--- src/rtl/ifq_pkg.sv ---
package ifq_pkg;

  typedef struct packed {
    logic pushEn;    // write returned byte into the queue
    logic popEn;     // remove head byte
    logic flushEn;   // reload address, clear pointers
    logic fetchAdv;  // request accepted, advance offset
  } ifqStrobe_t;

  localparam int SEG_W  = 16;
  localparam int OFF_W  = 16;
  localparam int PADR_W = 20;
  localparam int BYTE_W = 8;

endpackage

--- src/rtl/ifq_datapath.sv ---
module ifq_datapath
  import ifq_pkg::*;
#(
  parameter int DEPTH = 6,
  parameter logic [SEG_W-1:0] RESET_SEG = 16'hFFFF,
  parameter logic [OFF_W-1:0] RESET_OFF = 16'h0000,
  localparam int PTR_W = (DEPTH > 1) ? $clog2(DEPTH) : 1
) (
  input  logic              clk,
  input  logic              rstN,
  input  ifqStrobe_t        strobe,
  input  logic [SEG_W-1:0]  newSeg,
  input  logic [OFF_W-1:0]  newOffset,
  input  logic [BYTE_W-1:0] wrData,
  output logic [PADR_W-1:0] fetchAddr,
  output logic [BYTE_W-1:0] headData
);

  logic [SEG_W-1:0]  segReg;
  logic [OFF_W-1:0]  offReg;
  logic [PTR_W-1:0]  wrPtr;
  logic [PTR_W-1:0]  rdPtr;
  logic [BYTE_W-1:0] store [DEPTH];

  function automatic logic [PTR_W-1:0] ptrNext(input logic [PTR_W-1:0] p);
    if (p == PTR_W'(DEPTH - 1)) return '0;
    return p + PTR_W'(1);
  endfunction

  // Segment and offset
  always_ff @(posedge clk) begin
    if (!rstN) begin
      segReg <= RESET_SEG;
      offReg <= RESET_OFF;
    end else if (strobe.flushEn) begin
      segReg <= newSeg;
      offReg <= newOffset;
    end else if (strobe.fetchAdv) begin
      offReg <= offReg + OFF_W'(1);
    end
  end

  // Physical address: scaled segment plus offset, modulo 2^20
  logic [PADR_W-1:0] segBase;
  logic [PADR_W-1:0] offExt;
  always_comb begin
    segBase   = {segReg, 4'h0};
    offExt    = PADR_W'(offReg);
    fetchAddr = segBase + offExt;
  end

  // Queue pointers
  always_ff @(posedge clk) begin
    if (!rstN) begin
      wrPtr <= '0;
      rdPtr <= '0;
    end else if (strobe.flushEn) begin
      wrPtr <= '0;
      rdPtr <= '0;
    end else begin
      if (strobe.pushEn) wrPtr <= ptrNext(wrPtr);
      if (strobe.popEn)  rdPtr <= ptrNext(rdPtr);
    end
  end

  // Queue storage, one register per slot
  for (genvar i = 0; i < DEPTH; i++) begin : g_slot
    always_ff @(posedge clk) begin
      if (strobe.pushEn && !strobe.flushEn && wrPtr == PTR_W'(i))
        store[i] <= wrData;
    end
  end

  assign headData = store[rdPtr];

  // Offset advances by exactly one per accepted fetch
  p_offset_step_r4: assert property (@(posedge clk) disable iff (!rstN)
    (strobe.fetchAdv && !strobe.flushEn) |=> (offReg == $past(offReg) + OFF_W'(1)));

  // Segment changes only on a flush
  p_seg_hold_r4: assert property (@(posedge clk) disable iff (!rstN)
    !strobe.flushEn |=> $stable(segReg));

  // Flush lands the new address
  p_flush_load_r5: assert property (@(posedge clk) disable iff (!rstN)
    strobe.flushEn |=> (segReg == $past(newSeg) && offReg == $past(newOffset)));

endmodule

--- src/rtl/ifq_control.sv ---
module ifq_control
  import ifq_pkg::*;
#(
  parameter int DEPTH       = 6,
  parameter int MAX_PENDING = 4,
  localparam int LVL_W  = $clog2(DEPTH + 1),
  localparam int PEND_W = $clog2(MAX_PENDING + 1),
  localparam int SUM_W  = ((LVL_W > PEND_W) ? LVL_W : PEND_W) + 1
) (
  input  logic             clk,
  input  logic             rstN,
  input  logic             flush,
  input  logic             memAck,
  input  logic             memRdValid,
  input  logic             popReq,
  output logic             memReq,
  output logic             popValid,
  output logic [LVL_W-1:0] level,
  output ifqStrobe_t       strobe
);

  logic [PEND_W-1:0] pending;   // all accepted, not yet returned
  logic [PEND_W-1:0] staleCnt;  // oldest outstanding reads to discard
  logic [PEND_W-1:0] goodPend;
  logic [SUM_W-1:0]  committed;
  logic              accept;
  logic              dropRd;

  always_comb begin
    goodPend  = pending - staleCnt;
    committed = SUM_W'(level) + SUM_W'(goodPend);
    memReq    = !flush && (committed < SUM_W'(DEPTH))
                && (pending < PEND_W'(MAX_PENDING));
    accept    = memReq && memAck;
    dropRd    = memRdValid && (staleCnt != '0);
    popValid  = (level != '0);

    strobe.flushEn  = flush;
    strobe.fetchAdv = accept;
    strobe.pushEn   = memRdValid && (staleCnt == '0) && !flush;
    strobe.popEn    = popReq && popValid && !flush;
  end

  always_ff @(posedge clk) begin
    if (!rstN) begin
      pending  <= '0;
      staleCnt <= '0;
      level    <= '0;
    end else begin
      pending <= pending + PEND_W'(accept) - PEND_W'(memRdValid);
      if (flush) begin
        staleCnt <= pending - PEND_W'(memRdValid);
        level    <= '0;
      end else begin
        staleCnt <= staleCnt - PEND_W'(dropRd);
        level    <= level + LVL_W'(strobe.pushEn) - LVL_W'(strobe.popEn);
      end
    end
  end

  p_level_bound_r3: assert property (@(posedge clk) disable iff (!rstN)
    level <= LVL_W'(DEPTH));

  p_no_req_full_r3: assert property (@(posedge clk) disable iff (!rstN)
    (committed >= SUM_W'(DEPTH)) |-> !memReq);

  p_push_room_r3: assert property (@(posedge clk) disable iff (!rstN)
    strobe.pushEn |-> (level < LVL_W'(DEPTH) || strobe.popEn));

  p_pending_cap_r10: assert property (@(posedge clk) disable iff (!rstN)
    pending <= PEND_W'(MAX_PENDING));

  p_flush_no_req_r5: assert property (@(posedge clk) disable iff (!rstN)
    flush |-> !memReq);

  p_flush_empty_r5: assert property (@(posedge clk) disable iff (!rstN)
    flush |=> (level == '0 && !popValid));

  p_stale_drop_r6: assert property (@(posedge clk) disable iff (!rstN)
    (staleCnt != '0 && memRdValid) |-> !strobe.pushEn);

  p_simul_hold_r7: assert property (@(posedge clk) disable iff (!rstN)
    (strobe.pushEn && strobe.popEn) |=> (level == $past(level)));

  p_empty_pop_r8: assert property (@(posedge clk) disable iff (!rstN)
    (level == '0) |-> !strobe.popEn);

endmodule

--- src/rtl/ifetch_queue.sv ---
module ifetch_queue
  import ifq_pkg::*;
#(
  parameter int DEPTH       = 6,
  parameter int MAX_PENDING = 4,
  parameter logic [15:0] RESET_SEG = 16'hFFFF,
  parameter logic [15:0] RESET_OFF = 16'h0000,
  localparam int LVL_W = $clog2(DEPTH + 1)
) (
  input  logic             clk,
  input  logic             rstN,
  input  logic             flush,
  input  logic [15:0]      newSeg,
  input  logic [15:0]      newOffset,
  output logic             memReq,
  input  logic             memAck,
  output logic [19:0]      memAddr,
  input  logic             memRdValid,
  input  logic [7:0]       memRdData,
  input  logic             popReq,
  output logic             popValid,
  output logic [7:0]       popData,
  output logic [LVL_W-1:0] qLevel
);

  ifqStrobe_t strobe;

  ifq_control #(
    .DEPTH      (DEPTH),
    .MAX_PENDING(MAX_PENDING)
  ) u_ctrl (
    .clk       (clk),
    .rstN      (rstN),
    .flush     (flush),
    .memAck    (memAck),
    .memRdValid(memRdValid),
    .popReq    (popReq),
    .memReq    (memReq),
    .popValid  (popValid),
    .level     (qLevel),
    .strobe    (strobe)
  );

  ifq_datapath #(
    .DEPTH    (DEPTH),
    .RESET_SEG(RESET_SEG),
    .RESET_OFF(RESET_OFF)
  ) u_dp (
    .clk      (clk),
    .rstN     (rstN),
    .strobe   (strobe),
    .newSeg   (newSeg),
    .newOffset(newOffset),
    .wrData   (memRdData),
    .fetchAddr(memAddr),
    .headData (popData)
  );

endmodule

--- config.mk ---
export PLATFORM = sky130hd
export DESIGN_NAME = ifetch_queue
export DESIGN_NICKNAME = d
export VERILOG_FILES = /design/src/rtl/ifq_pkg.sv /design/src/rtl/ifq_datapath.sv /design/src/rtl/ifq_control.sv /design/src/rtl/ifetch_queue.sv
export SDC_FILE = /design/constraint.sdc
export NUM_CORES = 1
export LEC_CHECK = 0
export BUFFER_PORTS_ARGS = -buffer_cell sky130_fd_sc_hd__buf_2
export CORE_UTILIZATION = 49
export CTS_CLUSTER_DIAMETER = 80
export DETAILED_ROUTE_END_ITERATION = 10
export GPL_ROUTABILITY_DRIVEN = 0
export HOLD_SLACK_MARGIN = 0.12
export PLACE_DENSITY = 0.72
export SYNTH_ARGS = -nofsm -noshare
export SYNTH_HDL_FRONTEND = slang
export SYNTH_SLANG_ARGS = --single-unit
--- constraint.sdc ---
create_clock -name clk -period 3.78 [get_ports clk]
set_clock_uncertainty 0.2 [all_clocks]
set_input_delay 1.134 -clock clk [delete_from_list [all_inputs] [get_ports clk]]
set_output_delay 1.134 -clock clk [all_outputs]
set_load 0.01 [all_outputs]
After elaboration in Yosys (flattened, before gate mapping)
Memory sizes are Yosys's and may differ from the RTL's. A register that Yosys moved wholly into a read port is not among the register bits.
Index checks and enable logic that the tools add are counted.
{ "word_totals": {"n_memories": 1, "regBits": 47, "ram_bits": 48, "inputBits": 46, "output_inout_bits": 33, "wordCells": 100} }
{ "op_classes": {"reduce_logical": 27, "n_eq_ne": 6, "add_sub_neg": 12, "n_bitwise": 1, "magnitude_cmp": 2, "mux": 44} }
{ "memory_table": {"columns": ["name", "depth", "word_bits", "rd", "rd_ports_with_merged_regs", "wr", "line_no", "source"], "rows": [
  ["u_dp.store", 6, 8, 1, 1, 1, "ifq_datapath.sv:23", "logic [BYTE_W-1:0] store [DEPTH];"]
]} }
{ "ops": {"columns": ["cell", "count"], "rows": [
  ["8-bit two-way mux", 5],
  ["8-bit OR reduction", 5],
  ["3-bit two-way mux", 12],
  ["16-bit two-way mux", 2],
  ["1-bit two-way mux", 25],
  ["20-bit by 16-bit adder with 20-bit output", 1],
  ["16-bit by 1-bit adder with 16-bit output (second input constant)", 1],
  ["1-bit logical AND", 15],
  ["3-bit by 1-bit subtractor with 3-bit output", 4],
  ["3-bit == test (second input constant)", 3],
  ["3-bit by 1-bit adder with 3-bit output", 2],
  ["3-bit by 1-bit adder with 3-bit output (second input constant)", 2],
  ["3-bit by 2-bit == test with 1-bit output (second input constant)", 2],
  ["3-bit logical NOT", 2],
  ["3-bit nonzero test", 2],
  ["3-bit by 3-bit adder with 4-bit output", 1],
  ["4-bit by 3-bit less-than comparator with 1-bit output (second input constant)", 1],
  ["3-bit by 1-bit == test with 1-bit output (second input constant)", 1],
  ["3-bit less-than comparator (second input constant)", 1],
  ["3-bit subtractor", 1],
  ["2-bit nonzero test", 1],
  ["2-bit OR reduction", 1],
  ["1-bit logical NOT", 1],
  ["1-bit NOT", 1]
]} }

Depth between registers and ports, before layout
Gate-level depths: netlist of run 1.
{ "logic_depth": {"ltp_word": 13, "mapped_depth": 16, "depth_no_buf": 15} }

By module
From an unflattened synthesis of run 1, not the netlist that was laid out.
{ "unflattened": {"cells_unflattened": 454, "hier_area_um2": 5038.6} }
{ "modules_own_cells": {"columns": ["module", "cells_each", "seq_area_each_um2", "area_each_um2", "n_inst"], "rows": [
  ["ifq_datapath", 382, 2262.2, 4331.7, 1],
  ["ifq_control", 72, 180.2, 706.9, 1]
]} }

Least setup slack after synthesis of run 1
No wires, ideal clock.
{ "synth_timing": {"path_type": "register to output", "startpoint": "register u_dp.offReg[4]", "endpoint": "output port memAddr[16]", "arrival_ns": 2.166, "required_ns": 2.446, "path_buffers": 0, "path_slack_ns": 0.280, "path_stages_with_launch": 9, "cell_sequence": "dfxtp_1 -> ha_1 -> inv_1 -> fa_1 -> nor2b_1 -> o31a_1 -> o311a_1 -> and2_1 -> o311ai_0"} }
{ "synth_between": {"elab_chain_cells": 1} }
{ "synth_lines": {"columns": ["element", "line_no", "source"], "rows": [
  ["start, declared", "ifq_datapath.sv:20", "logic [OFF_W-1:0] offReg;"],
  ["start signal, assigned", "ifq_datapath.sv:37", "offReg <= newOffset;"],
  ["start signal, assigned", "ifq_datapath.sv:39", "offReg <= offReg + OFF_W'(1);"],
  ["20-bit by 16-bit adder with 20-bit output", "ifq_datapath.sv:49", "fetchAddr = segBase + offExt;"],
  ["end, declared", "ifetch_queue.sv:17", "output logic [19:0] memAddr,"]
]} }
No other way between the ends.

Worst setup path in the final report of run 1
{ "layout_timing": {"startpoint": "register u_dp.offReg[4]", "endpoint": "output port memAddr[18]"} }
The elaborated chain is that of the path after synthesis.

==> impl_metrics.prom, run 1 <==
# TYPE chip_impl_metric gauge
chip_impl_info{name="outcome",value="complete, but fails checks"} 1
chip_impl_info{name="failing_checks",value="setup timing"} 1
chip_impl_metric{name="buffer_ports.inserted",unit=""} 78
chip_impl_metric{name="design.portCount",unit=""} 79
chip_impl_metric{name="std_cell_rows",unit=""} 36
chip_impl_metric{name="post_route_cells_drive_above_1_share",unit="%"} 25.5
chip_impl_metric{name="synth_warnings",unit=""} 0
chip_impl_metric{name="htree_levels",unit=""} 3
chip_impl_metric{name="dieWidth",unit="µm"} 104
chip_impl_info{name="rsz0062_at_grt",value="true"} 1
chip_impl_metric{name="post_synth.cell_area_avg",unit="µm²"} 10.6
chip_impl_metric{name="critical_path.max_fanout",unit=""} 3
chip_impl_metric{name="vias_in_the_first_global_route",unit=""} 3870
chip_impl_metric{name="post_dp_cell_area",unit="µm²"} 5610
chip_impl_metric{name="start_util",unit="%"} 51.3
chip_impl_metric{name="placeableCoreArea",unit="µm²"} 9910
chip_impl_metric{name="area_growth_from_synthesis_to_final_layout",unit="%"} 16.9
chip_impl_metric{name="final_min_period_over_clock_period",unit="%"} 101
chip_impl_metric{name="post_synth_instance_area",unit="µm²"} 5090
chip_impl_metric{name="timing.slew.headroom",unit="%"} 41.3
chip_impl_info{name="yosys.area.top_type",value="edfxtp_1"} 1
chip_impl_metric{name="power_density",unit="nW/µm²"} 456
chip_impl_metric{name="report.final.setup_viol",unit=""} 1
chip_impl_info{name="end_kind",value="output port"} 1
chip_impl_info{name="clk_root_buffer_cell",value="clkbuf_8"} 1
chip_impl_info{name="startpoint_type",value="flip-flop"} 1
chip_impl_metric{name="cts-hold-fix-buffers",unit=""} 0
chip_impl_metric{name="wire_per_inst",unit="µm"} 15.8
chip_impl_metric{name="grt_antenna_before_repair",unit=""} 0
chip_impl_metric{name="cellLeakagePower",unit="nW"} 2.36
chip_impl_metric{name="clock_transition_time_at_the_flip_flop_clock_pins_of_the_worst_setup_and_hold_paths",unit="ns"} 0.09
chip_impl_metric{name="max_slew.worst_pin.slew",unit="ns"} 0.880
chip_impl_metric{name="timing_hold_violations_final",unit=""} 0
chip_impl_metric{name="initialDrtViolationCount",unit=""} 194
chip_impl_metric{name="multi_input_gate_area",unit="µm²"} 2540
chip_impl_metric{name="route.final.wire_length",unit="µm"} 11100
chip_impl_metric{name="cts_buffers",unit=""} 9
chip_impl_metric{name="seq_area",unit="µm²"} 2450
chip_impl_metric{name="least_setup_slack_across_all_paths_after_layout",unit="ns"} -0.0228
chip_impl_metric{name="synth_cells",unit=""} 481
chip_impl_metric{name="detailedRoute.firstPassIterationCount",unit=""} 4
chip_impl_metric{name="fmax",unit="GHz"} 0.263
chip_impl_metric{name="post_synth_edffs",unit=""} 48
chip_impl_metric{name="nets",unit=""} 640
chip_impl_metric{name="post-route-min-period",unit="ns"} 3.80
chip_impl_metric{name="ant_nets",unit=""} 0
chip_impl_metric{name="die_y",unit="µm"} 104
chip_impl_info{name="ys_dominant_reg_cell",value="dfxtp_1"} 1
chip_impl_metric{name="worst_skew_pair.late_latency",unit="ns"} 0.36
chip_impl_info{name="synth_area_leaders",value="edfxtp_1 28%, dfxtp_1 20%, ha_1 6.1%, mux2i_1 4.5%, nand2_1 3.7%"} 1
chip_impl_metric{name="grt_use_total",unit="%"} 21.1
chip_impl_metric{name="die_area",unit="µm²"} 10800
chip_impl_metric{name="final_area",unit="µm²"} 5950
chip_impl_metric{name="wire_length_of_the_first_global_routing_pass",unit="µm"} 18300
chip_impl_metric{name="tritoncts_num_sinks",unit=""} 98
chip_impl_info{name="hp-class",value="reg -> reg"} 1
chip_impl_metric{name="n_fill_cell",unit=""} 853
chip_impl_metric{name="ys_ff_latch",unit=""} 98
chip_impl_metric{name="worst_ep_required_time",unit="ns"} 2.45
chip_impl_metric{name="grt.overflow.total",unit=""} 0
chip_impl_metric{name="final-max-slew-violation-count",unit=""} 0
chip_impl_metric{name="cap_viol_max_count",unit=""} 0
chip_impl_metric{name="share_of_flip_flops_with_an_asynchronous_set_or_reset_after_synthesis",unit="%"} 0
chip_impl_metric{name="ys_seq_area_share",unit="%"} 48.0
chip_impl_metric{name="drc_errors",unit=""} 0
chip_impl_info{name="critical_setup_path_kind",value="reg -> out"} 1
chip_impl_metric{name="grt_start_max_net_pins",unit=""} 36
chip_impl_metric{name="worst-endpoint-arrival",unit="ns"} 2.47
chip_impl_metric{name="placed_wire_length_estimate",unit="µm"} 7910
chip_impl_metric{name="syn-num-nets",unit=""} 557
chip_impl_info{name="cts_tree",value="done"} 1
chip_impl_metric{name="netlist-cell-type-count",unit=""} 60
chip_impl_metric{name="final.hold.worst_slack",unit="ns"} 0.289
chip_impl_metric{name="maximum_buffer_depth_of_the_clock_tree",unit=""} 2
chip_impl_metric{name="post_drt_via_cell_ratio",unit=""} 5.55
chip_impl_metric{name="synth_top_area_share",unit="%"} 28.3
chip_impl_metric{name="antenna_cells",unit=""} 0
chip_impl_metric{name="vdd_drop_max",unit="µV"} 276
chip_impl_metric{name="num_vias",unit=""} 3893
==> placed cells by master (no fill, tap or decap), drive strengths merged, types with 3 or more instances in the layout <==
| master | instances |
|---|---|
| dfxtp | 50 |
| clkbuf | 10 |
| ha | 25 |
| a21o | 4 |
| nor3 | 6 |
| nor3b | 3 |
| buf | 96 |
| a22oi | 4 |
| o21a | 3 |
| nand2 | 51 |
| o22ai | 4 |
| inv | 24 |
| nand2b | 6 |
| nor2 | 30 |
| o211ai | 6 |
| mux4 | 8 |
| or3 | 5 |
| o311ai | 3 |
| nor4 | 5 |
| nor2b | 5 |
| a31oi | 3 |
| mux2i | 23 |
| nand3 | 17 |
| and2 | 9 |
| edfxtp | 48 |
| o21ai | 9 |
| xnor2 | 16 |
| a21oi | 36 |
| clkinv | 5 |
| a211oi | 3 |
| xor2 | 10 |
| fa | 5 |
| and3 | 6 |
==> timing repair <==
action,CTS,global route
setup buffers,5,4
gates resized for setup,11,18
pin swaps,7,10
hold endpoints to repair,0,0
endpoints found under the setup margin,4,4
==> synthesized netlist by cell type, drive strengths merged (6+ instances only) <==
cell type	number
ha	25
nand3	17
xor2	10
a21oi	36
mux2i	23
nand2	51
xnor2	16
nor3	6
and2	9
o21ai	9
nand2b	6
nor2	30
mux4	8
o211ai	6
and3	6
edfxtp	48
clkbuf	17
buf	7
inv	23
dfxtp	50
==> worst max-delay path: stages, from the launching register on <==
cell and delay, ns:
dfxtp_4 0.36, ha_4 0.15, inv_2 0.05, fa_2 0.20, nor2b_2 0.05, o31a_1 0.33
o311a_1 0.36, and2_4 0.18, o311ai_4 0.25, buf_2 0.17
==> worst paths after layout <==
check / from / end / slack, ns / depth (start not counted)
worst max-delay path: u_dp.offReg[4] / memAddr[18] / -0.02 / 9
worst max register to register: u_ctrl.staleCnt[0] / u_ctrl.pending[2] / 0.28 / 15
worst min register to register: u_dp.segReg[10] / u_dp.segReg[10] / 0.29 / 2
worst min-delay path: u_dp.segReg[10] / u_dp.segReg[10] / 0.29 / 2
==> layer usage <==
metal  vias to the layer above  wire length [µm]  GRT usage, %  part of all wire [%]
li1                       1911                 -             -                     -
met1                      1840              4770          26.6                    43
met2                       126              5570          36.5                    50
met3                        16               606          2.76                   5.4
met4                         0               176          9.18                   1.6
met5                         -                 0             0                     0
==> per-stage QoR <==
step	setup slack, ns	util [%]	TNS [ns]	cells	total power (W)
final	-0.0228	60.0	-0.0228	702	0.00271
after global routing	-0.111	60.0	-0.203	702	0.00287
after CTS	0.000783	59.0	0	699	0.00264
after detailed placement	0.133	56.6	0	678	0.00199
after global placement	0.217	56.6	0	678	0.00196
after floorplan	0.280	-	0	481	0.00178
==> registers in the layout (all words and copies together) (netlist names), named ones only <==
name             flops
u_dp.segReg         16
u_dp.wrPtr           3
u_dp.store          48
u_ctrl.staleCnt      3
u_dp.offReg         16
u_ctrl.level         3
u_ctrl.pending       3
u_dp.rdPtr           3
==> layout make-up <==
cell class / count / share of cell area (%)
Multi-Input combinational cell: 335 / 42.7
Inverter: 24 / 1.51
Timing Repair Buffer: 96 / 8.94
Tap cell: 133 / 2.80
Clock inverter: 6 / 0.715
Clock buffer: 10 / 2.15
Sequential cell: 98 / 41.2
==> kinds of logic (layout without fill, tap and decap cells) <==
kind of cell	count (synthesis)	count (layout)	share of synthesized area, %
DFF	98	98	48.0
buffers and inverters	48	136	4.03
muxes	31	31	8.07
adders and majority gates	30	30	8.12
and+or+nand+nor	155	155	15.2
AOI/OAI and AO/OA	93	93	12.1
xor gates and xnor gates	26	26	4.48
==> power by group <==
part | internal (W) | leakage, nW | switching, W
registers | 0.00117 | 0.846 | 0.0000607
logic | 0.000415 | 1.43 | 0.000454
clock network | 0.000241 | 0.0843 | 0.000366
total | 0.00183 | 2.36 | 0.000880
No activity file was read; power rests on OpenSTA's default activity.
==> run 2, diff against run 1 <==
--- a/config.mk
+++ b/config.mk
@@ -15,3 +15,4 @@
 export SYNTH_ARGS = -nofsm -noshare
 export SYNTH_HDL_FRONTEND = slang
 export SYNTH_SLANG_ARGS = --single-unit
+export TNS_END_PERCENT = 5
==> impl_metrics.prom, run 2 (synthesis gave the netlist of run 1 again) <==
# TYPE chip_impl_metric gauge
chip_impl_info{name="outcome",value="finished clean"} 1
chip_impl_metric{name="grt_start_max_net_pins",unit=""} 36
chip_impl_info{name="layout.cells.most_common_list",value="78 x buf_2, 50 x nand2_1, 48 x edfxtp_1, 45 x dfxtp_1, 35 x a21oi_1"} 1
chip_impl_metric{name="final_area",unit="µm²"} 5890
chip_impl_metric{name="grt_use_total",unit="%"} 21.1
chip_impl_metric{name="die_area",unit="µm²"} 10800
chip_impl_info{name="critical_setup_path_kind",value="reg -> out"} 1
chip_impl_metric{name="timing_hold_violations_final",unit=""} 0
chip_impl_metric{name="multi_input_gate_area",unit="µm²"} 2510
chip_impl_metric{name="fmax",unit="GHz"} 0.268
chip_impl_metric{name="dieWidth",unit="µm"} 104
chip_impl_metric{name="drc_errors",unit=""} 0
chip_impl_info{name="rsz0062_at_grt",value="true"} 1
chip_impl_metric{name="wire_per_inst",unit="µm"} 15.7
chip_impl_metric{name="antenna_cells",unit=""} 0
chip_impl_metric{name="std_cell_rows",unit=""} 36
chip_impl_metric{name="critical_path.max_fanout",unit=""} 3
chip_impl_metric{name="seq_area",unit="µm²"} 2450
chip_impl_metric{name="num_vias",unit=""} 3889
chip_impl_metric{name="initialDrtViolationCount",unit=""} 203
chip_impl_info{name="layout_commonest_cell",value="buf_2"} 1
chip_impl_metric{name="vias_in_the_first_global_route",unit=""} 3870
chip_impl_metric{name="cts-hold-fix-buffers",unit=""} 0
chip_impl_metric{name="worst_skew_pair.late_latency",unit="ns"} 0.36
chip_impl_metric{name="ant_nets",unit=""} 0
chip_impl_metric{name="worst-endpoint-arrival",unit="ns"} 2.40
chip_impl_info{name="cts_tree",value="done"} 1
chip_impl_metric{name="route.final.wire_length",unit="µm"} 11000
chip_impl_metric{name="tritoncts_num_sinks",unit=""} 98
chip_impl_metric{name="clock_transition_time_at_the_flip_flop_clock_pins_of_the_worst_setup_and_hold_paths",unit="ns"} 0.09
chip_impl_metric{name="worst_ep_required_time",unit="ns"} 2.45
chip_impl_metric{name="dp_slack",unit="ns"} 0.133
chip_impl_metric{name="maximum_buffer_depth_of_the_clock_tree",unit=""} 2
chip_impl_metric{name="nets",unit=""} 637
chip_impl_metric{name="power_density",unit="nW/µm²"} 448
chip_impl_metric{name="cellLeakagePower",unit="nW"} 2.34
chip_impl_metric{name="placeableCoreArea",unit="µm²"} 9910
chip_impl_metric{name="cts_buffers",unit=""} 9
chip_impl_info{name="startpoint_type",value="flip-flop"} 1
chip_impl_info{name="biggest_registers_after_layout",value="u_dp.store x48, u_dp.offReg x16, u_dp.segReg x16"} 1
chip_impl_metric{name="start_util",unit="%"} 51.3
chip_impl_metric{name="vdd_drop_max",unit="µV"} 240
chip_impl_metric{name="cap_viol_max_count",unit=""} 0
chip_impl_info{name="largest-register",value="u_dp.store"} 1
chip_impl_metric{name="post_drt_via_cell_ratio",unit=""} 5.56
chip_impl_metric{name="post_route_cells_drive_above_1_share",unit="%"} 24.2
chip_impl_info{name="end_kind",value="output port"} 1
chip_impl_metric{name="report.final.setup_viol",unit=""} 0
chip_impl_metric{name="detailedRoute.firstPassIterationCount",unit=""} 4
chip_impl_metric{name="largest_register_ffs",unit=""} 48
chip_impl_metric{name="rrSetupSlack",unit="ns"} 0.38
chip_impl_metric{name="placed_wire_length_estimate",unit="µm"} 7910
chip_impl_metric{name="htree_levels",unit=""} 3
chip_impl_metric{name="wire_length_of_the_first_global_routing_pass",unit="µm"} 18300
chip_impl_info{name="hp-class",value="reg -> reg"} 1
chip_impl_metric{name="buffer_ports.inserted",unit=""} 78
chip_impl_metric{name="post_dp_cell_area",unit="µm²"} 5610
chip_impl_metric{name="timing.slew.headroom",unit="%"} 42.5
chip_impl_metric{name="area_growth_from_synthesis_to_final_layout",unit="%"} 15.8
chip_impl_metric{name="post-route-min-period",unit="ns"} 3.74
chip_impl_metric{name="least_setup_slack_across_all_paths_after_layout",unit="ns"} 0.0446
chip_impl_metric{name="grt_antenna_before_repair",unit=""} 0
chip_impl_metric{name="grt.overflow.total",unit=""} 0
chip_impl_metric{name="final-max-slew-violation-count",unit=""} 0
chip_impl_metric{name="die_y",unit="µm"} 104
chip_impl_info{name="clk_root_buffer_cell",value="clkbuf_8"} 1
chip_impl_metric{name="n_fill_cell",unit=""} 863
chip_impl_metric{name="max_slew.worst_pin.slew",unit="ns"} 0.863
chip_impl_metric{name="design.portCount",unit=""} 79
chip_impl_metric{name="final_min_period_over_clock_period",unit="%"} 98.8
-- run 2: changes by cell type in the layout (fill, tap and decap cells not counted), sizes merged --
cell,before,now
buf,96,93
-- run 2: per-layer routing --
metal  part of all wire, %  GRT usage, %  up-vias  wire length, µm
li1                      -             -     1907                -
met1                    44          26.6     1828             4830
met2                    49          36.5      135             5380
met3                   5.1          2.76       19              559
met4                   1.8          9.18        0              193
met5                     0             0        -                0
-- run 2: path summary, 6_finish.rpt --
kind                                   startpoint           endpoint  cells after the start
worst min register to register    u_dp.segReg[10]    u_dp.segReg[10]                      2
worst min-delay path              u_dp.segReg[10]    u_dp.segReg[10]                      2
worst max-delay path               u_dp.offReg[4]        memAddr[16]                      9
worst max register to register  u_ctrl.pending[0]  u_ctrl.pending[2]                     15
-- run 2: critical path, cell delays in order (launching register included) --
cell      delay, ns
dfxtp_4        0.36
ha_4           0.16
inv_2          0.05
fa_2           0.21
nor2b_2        0.05
o31a_1         0.31
o311a_1        0.33
and2_4         0.18
o311ai_1       0.21
buf_2          0.18
-- run 2: layout make-up --
cell class | count | share of cell area (%)
clock buffers | 10 | 2.17
clock inverters | 6 | 0.722
inverters | 24 | 1.53
multi-input cells | 335 | 42.6
flip-flops and latches | 98 | 41.6
well taps | 133 | 2.82
repair buffers | 93 | 8.54
-- run 2: per-stage QoR --
step	TNS, ns	util, %	hold slack, ns	cells	total power (W)
CTS	0	59.1	0.291	699	0.00264
floorplan	0	-	0.246	481	0.00178
detailed placement	0	56.6	0.267	678	0.00199
finish	0	59.5	0.290	699	0.00264
global placement	0	56.6	0.265	678	0.00196
global route	-0.148	59.5	0.314	699	0.00280
-- run 2: report_power, final --
group	internal, W	switching (W)	total, W
Combinational	0.000369	0.000435	0.000805
Clock	0.000241	0.000364	0.000605
Sequential	0.00117	0.0000587	0.00123
-- run 2: what timing repair did --
action / CTS / global route
gates resized for setup: 12 / 10
setup buffers: 5 / 0
cloned: 0 / 0
pin swaps: 6 / 5
endpoints found under the setup margin: 4 / 4
